==> src/rtl/evts_pkg.sv <==
package evts_pkg;
   localparam int unsigned COARSE_W_DEF = 24;
   localparam int unsigned FINE_W_DEF   = 8;
   localparam int unsigned MSG_W_DEF    = 6;
   localparam int unsigned CLR_CODE_DEF = 1;

   function automatic logic is_clear_code(input logic [31:0] code, input logic [31:0] clr_code);
      return code == clr_code;
   endfunction
endpackage

==> src/rtl/evts_counter.sv <==
module evts_counter #(
   parameter int unsigned COARSE_W = 24,
   parameter int unsigned FINE_W   = 8,
   localparam int unsigned ID_W    = COARSE_W + FINE_W
) (
   input  logic            clk,
   input  logic            rst_n,
   input  logic            clr_i,
   output logic [ID_W-1:0] cnt_o
);
   logic [ID_W-1:0] cnt_q;

   always_ff @(posedge clk) begin
      if (!rst_n)     cnt_q <= '0;
      else if (clr_i) cnt_q <= '0;
      else            cnt_q <= cnt_q + ID_W'(1);
   end

   assign cnt_o = cnt_q;

   // coarse steps exactly when fine wraps
   p_carry_r2: assert property (@(posedge clk) disable iff (!rst_n)
      (!clr_i && (&cnt_q[FINE_W-1:0])) |=>
         (cnt_q[FINE_W-1:0] == '0) &&
         (cnt_q[ID_W-1:FINE_W] == COARSE_W'($past(cnt_q[ID_W-1:FINE_W]) + COARSE_W'(1))));

   // coarse holds while fine has not wrapped
   p_hold_r2: assert property (@(posedge clk) disable iff (!rst_n)
      (!clr_i && !(&cnt_q[FINE_W-1:0])) |=> $stable(cnt_q[ID_W-1:FINE_W]));
endmodule

==> src/rtl/evts_rebase.sv <==
module evts_rebase #(
   parameter int unsigned COARSE_W = 24,
   parameter int unsigned FINE_W   = 8,
   localparam int unsigned ID_W    = COARSE_W + FINE_W
) (
   input  logic [ID_W-1:0]     local_i,
   input  logic [ID_W-1:0]     delta_i,
   output logic [COARSE_W-1:0] ref_coarse_o,
   output logic [FINE_W-1:0]   ref_fine_o
);
   logic [ID_W-1:0] diff;

   // two's-complement subtraction covers a signed offset and the fine-to-coarse borrow
   assign diff         = local_i - delta_i;
   assign ref_coarse_o = diff[ID_W-1:FINE_W];
   assign ref_fine_o   = diff[FINE_W-1:0];
endmodule

==> src/rtl/evts_record.sv <==
module evts_record #(
   parameter int unsigned COARSE_W = 24,
   parameter int unsigned FINE_W   = 8,
   parameter int unsigned MSG_W    = 6,
   localparam int unsigned ID_W    = COARSE_W + FINE_W
) (
   input  logic                clk,
   input  logic                rst_n,
   input  logic                take_i,
   input  logic [ID_W-1:0]     ref_i,
   input  logic [MSG_W-1:0]    msg_i,
   input  logic [COARSE_W-1:0] lat_i,
   output logic                rec_valid_o,
   output logic [COARSE_W-1:0] rec_coarse_o,
   output logic [FINE_W-1:0]   rec_fine_o,
   output logic [MSG_W-1:0]    rec_msg_o
);
   logic             s1_v;
   logic [ID_W-1:0]  s1_ref;
   logic [MSG_W-1:0] s1_msg;

   // stage 1: capture the rebased time of the strobe
   always_ff @(posedge clk) begin
      if (!rst_n) begin
         s1_v   <= 1'b0;
         s1_ref <= '0;
         s1_msg <= '0;
      end else begin
         s1_v <= take_i;
         if (take_i) begin
            s1_ref <= ref_i;
            s1_msg <= msg_i;
         end
      end
   end

   // stage 2: remove the trigger latency from the coarse part
   always_ff @(posedge clk) begin
      if (!rst_n) begin
         rec_valid_o  <= 1'b0;
         rec_coarse_o <= '0;
         rec_fine_o   <= '0;
         rec_msg_o    <= '0;
      end else begin
         rec_valid_o <= s1_v;
         if (s1_v) begin
            rec_coarse_o <= s1_ref[ID_W-1:FINE_W] - lat_i;
            rec_fine_o   <= s1_ref[FINE_W-1:0];
            rec_msg_o    <= s1_msg;
         end
      end
   end

   // record appears two cycles after an accepted strobe
   p_lat_r5: assert property (@(posedge clk) disable iff (!rst_n)
      take_i |=> ##1 rec_valid_o);

   // no record without a strobe two cycles earlier
   p_src_r5: assert property (@(posedge clk) disable iff (!rst_n)
      rec_valid_o |-> $past(take_i, 2));

   // record fine time is the rebased fine time at the strobe
   p_fine_r6: assert property (@(posedge clk) disable iff (!rst_n)
      rec_valid_o |-> rec_fine_o == $past(ref_i[FINE_W-1:0], 2));
endmodule

==> src/rtl/evt_stamp_unit.sv <==
module evt_stamp_unit
   import evts_pkg::*;
#(
   parameter int unsigned COARSE_W = COARSE_W_DEF,
   parameter int unsigned FINE_W   = FINE_W_DEF,
   parameter int unsigned MSG_W    = MSG_W_DEF,
   parameter int unsigned CLR_CODE = CLR_CODE_DEF,
   localparam int unsigned ID_W    = COARSE_W + FINE_W
) (
   input  logic                clk,
   input  logic                rst_n,
   input  logic                trig_i,
   input  logic [MSG_W-1:0]    msg_i,
   input  logic [ID_W-1:0]     cfg_delta_i,
   input  logic [COARSE_W-1:0] cfg_lat_i,
   output logic [COARSE_W-1:0] ts_coarse_o,
   output logic [FINE_W-1:0]   ts_fine_o,
   output logic [COARSE_W-1:0] ref_coarse_o,
   output logic [FINE_W-1:0]   ref_fine_o,
   output logic                rec_valid_o,
   output logic [COARSE_W-1:0] rec_coarse_o,
   output logic [FINE_W-1:0]   rec_fine_o,
   output logic [MSG_W-1:0]    rec_msg_o
);
   generate
      if (FINE_W < 1 || COARSE_W < 2 || ID_W > 32) begin : g_bad_width
         $error("evt_stamp_unit: counter widths out of range");
      end
      if (MSG_W < 1 || MSG_W > 32 || CLR_CODE >= (1 << MSG_W)) begin : g_bad_code
         $error("evt_stamp_unit: restart code does not fit the message field");
      end
   endgenerate

   logic            code_clr;
   logic            clr;
   logic            take;
   logic [ID_W-1:0] cnt;

   assign code_clr = is_clear_code(32'(msg_i), 32'(CLR_CODE));
   assign clr      = trig_i && code_clr;
   assign take     = trig_i && !code_clr;

   evts_counter #(.COARSE_W(COARSE_W), .FINE_W(FINE_W)) u_cnt (
      .clk   (clk),
      .rst_n (rst_n),
      .clr_i (clr),
      .cnt_o (cnt)
   );

   assign ts_coarse_o = cnt[ID_W-1:FINE_W];
   assign ts_fine_o   = cnt[FINE_W-1:0];

   evts_rebase #(.COARSE_W(COARSE_W), .FINE_W(FINE_W)) u_rebase (
      .local_i      (cnt),
      .delta_i      (cfg_delta_i),
      .ref_coarse_o (ref_coarse_o),
      .ref_fine_o   (ref_fine_o)
   );

   evts_record #(.COARSE_W(COARSE_W), .FINE_W(FINE_W), .MSG_W(MSG_W)) u_rec (
      .clk          (clk),
      .rst_n        (rst_n),
      .take_i       (take),
      .ref_i        ({ref_coarse_o, ref_fine_o}),
      .msg_i        (msg_i),
      .lat_i        (cfg_lat_i),
      .rec_valid_o  (rec_valid_o),
      .rec_coarse_o (rec_coarse_o),
      .rec_fine_o   (rec_fine_o),
      .rec_msg_o    (rec_msg_o)
   );

   // restart strobe zeroes both counters at its edge
   p_clear_r3: assert property (@(posedge clk) disable iff (!rst_n)
      (trig_i && msg_i == MSG_W'(CLR_CODE)) |=> (ts_coarse_o == '0) && (ts_fine_o == '0));

   // restart strobe never yields a record
   p_norec_r7: assert property (@(posedge clk) disable iff (!rst_n)
      (trig_i && msg_i == MSG_W'(CLR_CODE)) |=> ##1 !rec_valid_o);

   // rebased identifier plus offset gives back the local time
   p_rebase_r4: assert property (@(posedge clk) disable iff (!rst_n)
      ID_W'({ref_coarse_o, ref_fine_o} + cfg_delta_i) == {ts_coarse_o, ts_fine_o});

   // record valid is a single-cycle pulse unless strobes are back to back
   p_pulse_r5: assert property (@(posedge clk) disable iff (!rst_n)
      (rec_valid_o && !$past(take)) |=> !rec_valid_o);
endmodule

==> config.mk <==
export PLATFORM = sky130hd
export DESIGN_NAME = evt_stamp_unit
export DESIGN_NICKNAME = d
export VERILOG_FILES = /design/src/rtl/evts_pkg.sv /design/src/rtl/evts_counter.sv /design/src/rtl/evts_rebase.sv /design/src/rtl/evts_record.sv /design/src/rtl/evt_stamp_unit.sv
export SDC_FILE = /design/constraint.sdc
export NUM_CORES = 1
export LEC_CHECK = 0
export BUFFER_PORTS_ARGS = -buffer_cell sky130_fd_sc_hd__buf_4
export CORE_MARGIN = 5
export CORE_UTILIZATION = 46
export DETAILED_ROUTE_END_ITERATION = 7
export GPL_TIMING_DRIVEN = 0
export MAX_ROUTING_LAYER = met4
export PLACE_DENSITY = 0.7
export SETUP_SLACK_MARGIN = 0.4
export SKIP_CTS_REPAIR_TIMING = 1
export SYNTH_ARGS = -nofsm -noshare
export SYNTH_HDL_FRONTEND = slang
export SYNTH_SLANG_ARGS = --single-unit
==> constraint.sdc <==
create_clock -name clk -period 12.1 [get_ports clk]
set_input_delay 2.42 -clock clk [delete_from_list [all_inputs] [get_ports clk]]
set_output_delay 2.42 -clock clk [all_outputs]
set_load 0.01 [all_outputs]
Word level (Yosys, flattened, before mapping)
Cells that the tools add are included.
- input port bits: 65
- bits in writable memories: 0
- logic and storage cells: 17
- output and inout bits: 103
- memories kept: 0
- ROM bits: 0
- flip-flop bits (word level): 110
- bits in latches: 0
- shift operators: 0
- div/mod/pow operators: 0
- reductions and logical operators: 4
- mux-type cells: 0
- equality and inequality tests: 1
- $add $sub $neg: 3
- magnitude comparators: 0
- $mul: 0
- bitwise logic cells: 1
- operator list (operator ; number):
    adder 32 x 1 -> 32 bit, second input constant ; 1
    subtractor 32 bit ; 1
    subtractor 24 bit ; 1
    == test 6 x 1 -> 1 bit, second input constant ; 1
    logical AND 1 bit ; 2
    OR reduction 2 bit ; 1
    logical NOT 1 bit ; 1
    NOT 1 bit ; 1

Depth between registers and ports, before layout
Gate-level depths: netlist of the first run.
- word-level depth: 3
- gate-level depth with buffers: 11
- depth with buffers taken out: 11

By module
Synthesis of the first run repeated with hierarchy kept, for this count alone.
- cells, all modules: 922
- area total of the unflattened synthesis: 7591.0 um^2
- by module, submodules not included (module ; instances ; area an instance (um^2) ; cells each):
    evts_record ; 1 ; 4155.2 ; 457
    evts_rebase ; 1 ; 1839.3 ; 279
    evts_counter ; 1 ; 1561.5 ; 181
    evt_stamp_unit ; 1 ; 35.0 ; 5

Worst setup path before layout of the first run
No wires, ideal clock.
- path kind: input-to-output
- from: in cfg_delta_i[0]
- to: out ref_coarse_o[20]
- path slack: 4.849 ns
- data arrival time: 4.831 ns
- stages on the path: 10
- buffers on the path: 0
- cell sequence: ha_1 -> fa_1 -> nand2b_1 -> a211oi_2 -> o211ai_2 -> a2111oi_2 -> nor2_1 -> o21a_4 -> o31ai_1 -> xor2_1
- word-level cells in the longest chain between the ends: 1
- RTL lines (what ; RTL line ; source):
    start, declared ; evt_stamp_unit.sv:14 ; input logic [ID_W-1:0] cfg_delta_i,
    subtractor 32 bit ; evts_rebase.sv:14 ; assign diff = local_i - delta_i;
    end, declared ; evt_stamp_unit.sv:18 ; output logic [COARSE_W-1:0] ref_coarse_o,
No other way between the ends.

Final worst setup path of the first run
Same ends and word-level chain as after synthesis.

==> reports/metrics.yaml, run 1 <==
pre_cts_slack_ns: 4.37
antenna_found_initial: 0
synth_xor_area_share_pct: 7.78
firstDrtPassIters: 6
critPathArrivalTime_ns: 5.37
met3WireLength_um: 1150
clock-root-buffer: "clkbuf_16"
rr_startpoint: "u_cnt.cnt_o[0]"
mostFrequentLayoutCell: "buf_4"
dpl.hpwl_um: 17600
period_share_pct: 64.3
grt_max_degree: 21
async_flop_share_pct: 0
setup-tns-final_ns: 0
yosysTopAreaCellShare_pct: 29.6
cts.clk_slew.worst_paths_ns: 0.08
fin_crit_ns: 7.79
synth_mux_area_share_pct: 3.92
yosys_warnings: 0
met1Wirelength_um: 10200
hold-path-endpoint: "u_rec.s1_ref[23]"
final_nets: 1235
clock_latency_ns: 0.37
antennaDiodeCount: 0
criticalPathCategory: "in -> out"
cts_tree: "built"
worst_hold_path_type: "reg -> reg"
syn_nets: 1058
synth_area_leaders: "dfxtp_1, ha_1, nand2_1, xnor2_1, xor2_1"
drive_gt1_share_pct: 17.0
worst_pin_slew_ns: 0.922
rows: 46
core-area_um2: 15900
power_w: 0.000911
die_h_um: 137
max_slew_margin_pct: 38.0
final_cell_mix: "buf_4, dfxtp_1, nand2_1, inv_1, nor2_1"
synth-seq-cells: 110
hold_viol: 0
place_congestion: 0.943
r2r-end: "u_rec.s1_ref[24]"
grt_pass1_vias: 6756
synth_edf_count: 0
port_buffers: 166
die_area_um2: 18800
synth_top_area_cell: "dfxtp_1"
boundaryPins: 168
synth_cell_types: 64
drt_iter0_drc: 424
cts_max_level: 3
fin_skew_ns: 0.00777
synth-simple-area-share_pct: 21.6
start_util_pct: 46.8
cp.required_ns: 9.68
vias: 7192
reg2regPathDepth: 11
rrSetupSlack_ns: 8.73
syn-cell-area_um2: 7430
post_drt_wl_per_cell_um: 16.4
route.met2.wl_um: 10100
routed_wl_um: 21900
multi_input_comb_area_um2: 4810
power_density_nw_per_um2: 98.3
end_kind: "output pin"
crit_path_cell_trace: "buf_4 -> ha_1 -> fa_1 -> nand2b_1 -> a211oi_2 -> o211ai_2 -> a2111oi_2 -> nor2_1 -> o21a_4 -> o31ai_1 -> xor2_1 -> buf_4"
rsz0062_at_grt: "false"
clock.fmax_ghz: 0.128
startpoint_type: "primary input"
synth_top_family_by_area: "simple AND/OR/NAND/NOR gates"
status: "finished, final reports clean"
drc_errors: 0
fillers: 1580
synthFlopType: "dfxtp_1"
synthAdderAreaFrac_pct: 9.80
die_w_um: 137
cts_buffers: 9
top_layer_used: "met4"
whs_path_depth: 2
hp-start: "u_rec.s1_ref[23]"
crit_top_cell: "buf_4"
regArea_um2: 2200
detail-route-antenna-nets: 0
grt_overflow: 0
synth-compound-area-share_pct: 21.6
timing.max_cap.violations: 0
seq_area_frac_synth_pct: 29.6
max_stage_delay_ns: 0.44
grt_pass1_wl_um: 34400
setup_viol: 0
final.setup.worst_slack_ns: 4.31
track_usage_pct: 23.8
irDropWorstVdd_uv: 69.1
clockBufferDepth: 2
final-max-slew-violation-count: 0
syn_avg_cell_area_um2: 7.94
area_growth_pct: 24.7
synthCells: 936
p_leak_nw: 4.41
slowest_stage: "a2111oi_2"
path_max_fanout: 8
avgViaCountPerCell: 5.39
cts_sinks: 110
==> per-stage QoR <==
stage	utilization, %	cell area [um2]	instances	hold WS, ns
floorplan	-	7430	936	0.433
global placement	56.3	8950	1318	0.445
detailed placement	56.3	8950	1318	0.448
CTS	58.3	9270	1334	0.460
global route	58.3	9270	1334	0.485
finish	58.3	9270	1334	0.456
==> sequential cells by signal (all words and copies together), names as in the netlist <==
signal	cells
u_cnt.cnt_o	32
u_rec.rec_coarse_o	24
u_rec.rec_fine_o	8
u_rec.rec_msg_o	6
u_rec.rec_valid_o	1
u_rec.s1_msg	6
u_rec.s1_ref	32
u_rec.s1_v	1
==> cell type report <==
cell class              count  area share, %
flip-flops and latches    110           23.8
well taps                 216           2.92
repair buffers            166           13.5
clock buffers               9           2.43
multi-input cells         714           51.9
plain buffers              39           1.58
inverters                  73           2.96
clock inverters             7           1.01
==> power by group <==
group	internal, W	switching, W
Combinational	0.0000888	0.000108
Clock	0.000166	0.000157
Sequential	0.000379	0.0000113
==> worst max-delay path by stage <==
| stage | from | to | slack [ns] |
|---|---|---|---|
| finish | cfg_delta_i[0] | ref_coarse_o[20] | 4.31 |
| global route | cfg_delta_i[0] | ref_coarse_o[20] | 4.15 |
| CTS | cfg_delta_i[0] | ref_coarse_o[20] | 4.37 |
| detailed placement | cfg_delta_i[0] | ref_coarse_o[20] | 4.37 |
| global placement | cfg_delta_i[0] | ref_coarse_o[20] | 4.40 |
| floorplan | cfg_delta_i[0] | ref_coarse_o[20] | 4.85 |
==> synthesized netlist by cell type (all sizes together), types with 3 or more instances <==
cell type and number:
dfxtp 110, nand2 96, inv 72, nor2 67, a21oi 56, ha 55
nand3 39, o21ai 39, clkbuf 35, nor2b 35, xnor2 33, xor2 33
a21o 32, mux2i 28, a21boi 23, nand4 19, and3 14, nand2b 13
o21a 10, a31oi 9, o211ai 9, and2 8, nor3 8, a211oi 7
o21bai 7, or3 7, and4 6, nand3b 5, o211a 5, buf 4
o2bb2ai 4, o31ai 4, o41ai 4, o2111ai 3
==> cell families after synthesis <==
group           after synthesis
xor+xnor                     66
simple gates                326
buf+inv                     112
mux                          29
compound gates              236
flops                       110
fa+ha+maj                    57
==> critical path, delay by kind of cell <==
| kind | cells | cell delay [ns] |
|---|---|---|
| adder cells (fa/ha/maj) | 2 | 0.64 |
| buffers and inverters | 2 | 0.27 |
| AO/OA/AOI/OAI | 5 | 1.46 |
| XOR/XNOR | 1 | 0.22 |
| AND/OR/NAND/NOR | 2 | 0.38 |
==> per-layer routing <==
layer	vias to the layer above	GRT usage, %
met5	-	-
met2	231	37.5
met1	3289	32.1
met3	33	2.57
li1	3639	-
met4	0	7.54
(Power assumes the default switching activity.)
==> inputs of run 2 (changes only) <==
--- a/config.mk
+++ b/config.mk
@@ -5,13 +5,14 @@
 export SDC_FILE = /design/constraint.sdc
 export NUM_CORES = 1
 export LEC_CHECK = 0
+export ABC_AREA = 1
 export BUFFER_PORTS_ARGS = -buffer_cell sky130_fd_sc_hd__buf_4
 export CORE_MARGIN = 5
 export CORE_UTILIZATION = 46
 export DETAILED_ROUTE_END_ITERATION = 7
 export GPL_TIMING_DRIVEN = 0
 export MAX_ROUTING_LAYER = met4
-export PLACE_DENSITY = 0.7
+export PLACE_DENSITY = 0.68
 export SETUP_SLACK_MARGIN = 0.4
 export SKIP_CTS_REPAIR_TIMING = 1
 export SYNTH_ARGS = -nofsm -noshare
==> constraint.sdc (replaced) <==
create_clock -name clk -period 7.4 [get_ports clk]
set_input_delay 1.48 -clock clk [delete_from_list [all_inputs] [get_ports clk]]
set_output_delay 1.48 -clock clk [all_outputs]
set_load 0.01 [all_outputs]
==> run 2 against run 1 <==
Critical path depth unchanged; largest power group unchanged; highest routed layer unchanged; count of clock-buffer cells in the layout unchanged; core utilization down 1.9 points.
==> reports/metrics.yaml, run 2 <==
dp.cells: 1900
drt_iter0_drc: 569
setup-tns-final_ns: 0
rrSetupSlack_ns: 5.12
whs_path_depth: 1
port_buffers: 166
fillers: 1972
avgViaCountPerCell: 4.82
crit_path_cell_trace: "buf_4 -> ha_1 -> fa_1 -> inv_1 -> nand3_1 -> nand3_1 -> nand3_1 -> nand3_1 -> nand2_1 -> nand3_1 -> nand2_1 -> buf_4"
r2r-end: "u_rec.s1_ref[28]"
clockBufferDepth: 2
final_area_um2: 10500
end_kind: "output pin"
vias: 9226
firstDrtPassIters: 5
core-area_um2: 18600
reg2regPathDepth: 13
synth_cell_types: 39
synth-seq-cells: 110
max_stage_delay_ns: 0.40
drive_gt1_share_pct: 12.5
startpoint_type: "primary input"
clock.fmax_ghz: 0.212
die_w_um: 147
multi_input_comb_area_um2: 5160
synth.most_common_cell: "nand2_1"
timing.max_cap.violations: 0
syn_avg_cell_area_um2: 5.76
syn-cell-area_um2: 8630
place_congestion: 1.01
final-max-slew-violation-count: 0
cts_sinks: 110
final_nets: 1799
antennaDiodeCount: 0
cp.required_ns: 5.92
post-route-util_pct: 56.5
yosys_warnings: 0
rows: 50
status: "finished, final reports clean"
synthFlopType: "dfxtp_1"
hold-path-endpoint: "u_cnt.cnt_o[0]"
routed_wl_um: 26400
hp-start: "u_cnt.cnt_o[0]"
fin_crit_ns: 4.73
final_cell_mix: "nand2_1, inv_1, nor2_1, buf_4, dfxtp_1"
p_leak_nw: 6.09
cts_tree: "built"
setup_viol: 0
cp_top_family: "simple AND/OR/NAND/NOR gates"
detail-route-antenna-nets: 0
seq_area_frac_synth_pct: 25.5
critPathArrivalTime_ns: 3.25
syn_nets: 1622
hold_viol: 0
cts_buffers: 9
path_max_fanout: 3
slowest_stage: "fa_1"
fin_cells: 1916
antenna_found_initial: 0
power_w: 0.00154
clock_latency_ns: 0.37
grt_overflow: 0
crit_top_cell: "nand3_1"
grt_pass1_wl_um: 42400
cts.clk_slew.worst_paths_ns: 0.08
worst-path-buf-inv: 3
post_drt_wl_per_cell_um: 13.8
yosysTopAreaCellShare_pct: 25.5
track_usage_pct: 25.0
max_slew_margin_pct: 55.1
synth_edf_count: 0
async_flop_share_pct: 0
synth_common_cells: "nand2_1, inv_1, nor2_1"
setup.worst_path.start: "cfg_delta_i[0]"
synthCells: 1500
die_area_um2: 21600
start_util_pct: 46.5
grt_pass1_vias: 8676
irDropWorstVdd_uv: 119
worst_hold_path_type: "reg -> reg"
grt_max_degree: 24
die_h_um: 147
rsz0062_at_grt: "false"
drc_errors: 0
regArea_um2: 2200
synth_area_leaders: "dfxtp_1, nand2_1, inv_1, nor2_1, ha_1"
fin_skew_ns: 0.0133
boundaryPins: 168
cts_max_level: 3
mostFrequentLayoutCell: "nand2_1"
synth_top_area_cell: "dfxtp_1"
worst_pin_slew_ns: 0.674
dpl.hpwl_um: 22000
period_share_pct: 63.9
area_growth_pct: 21.5
criticalPathCategory: "in -> out"
place_area_um2: 10200
rr_startpoint: "u_cnt.cnt_o[0]"
power_density_nw_per_um2: 147
clock-root-buffer: "clkbuf_16"
==> run 2: area by class of cell <==
type	count	share of cell area, %
clock buffer	9	2.15
sequential	110	21.0
tap	234	2.79
multi-input combinational	1055	49.2
timing repair buffer	166	11.9
inverter	308	11.0
clock inverter	7	0.871
buffer	27	1.05
==> run 2: logic make-up (layout without fill, tap and decap cells) <==
logic type / count (synthesis) / count (layout) / share of synthesized area [%]
simple gates: 820 / 820 / 39.4
buf+inv: 335 / 517 / 14.7
compound gates: 153 / 153 / 9.42
fa+ha+maj: 57 / 57 / 8.43
flops: 110 / 110 / 25.5
xor+xnor: 25 / 25 / 2.54
==> run 2: power by group <==
part,total (W),internal [W],switching [W]
registers,0.000644,0.000625,0.0000188
clock network,0.000515,0.000245,0.000270
logic,0.000381,0.000153,0.000229
==> run 2: worst max path at each step <==
stage	end	slack, ns	cells past startpoint
floorplan	ref_coarse_o[20]	3.13	11
global placement	ref_coarse_o[20]	2.70	12
detailed placement	ref_coarse_o[20]	2.67	12
CTS	ref_coarse_o[20]	2.67	13
global route	ref_coarse_o[14]	2.58	13
finish	ref_coarse_o[20]	2.67	12
==> run 2: metal layers <==
metal,wire [um],global-route usage (%)
met1,11600,29.9
met2,12900,43.4
met3,1130,3.64
met4,759,8.15
met5,0,-
==> run 2: metrics by stage <==
| step | hold slack (ns) | setup slack, ns |
|---|---|---|
| finish | 0.465 | 2.67 |
| global route | 0.508 | 2.58 |
| CTS | 0.473 | 2.67 |
| detailed placement | 0.453 | 2.67 |
| global placement | 0.449 | 2.70 |
| floorplan | 0.441 | 3.13 |
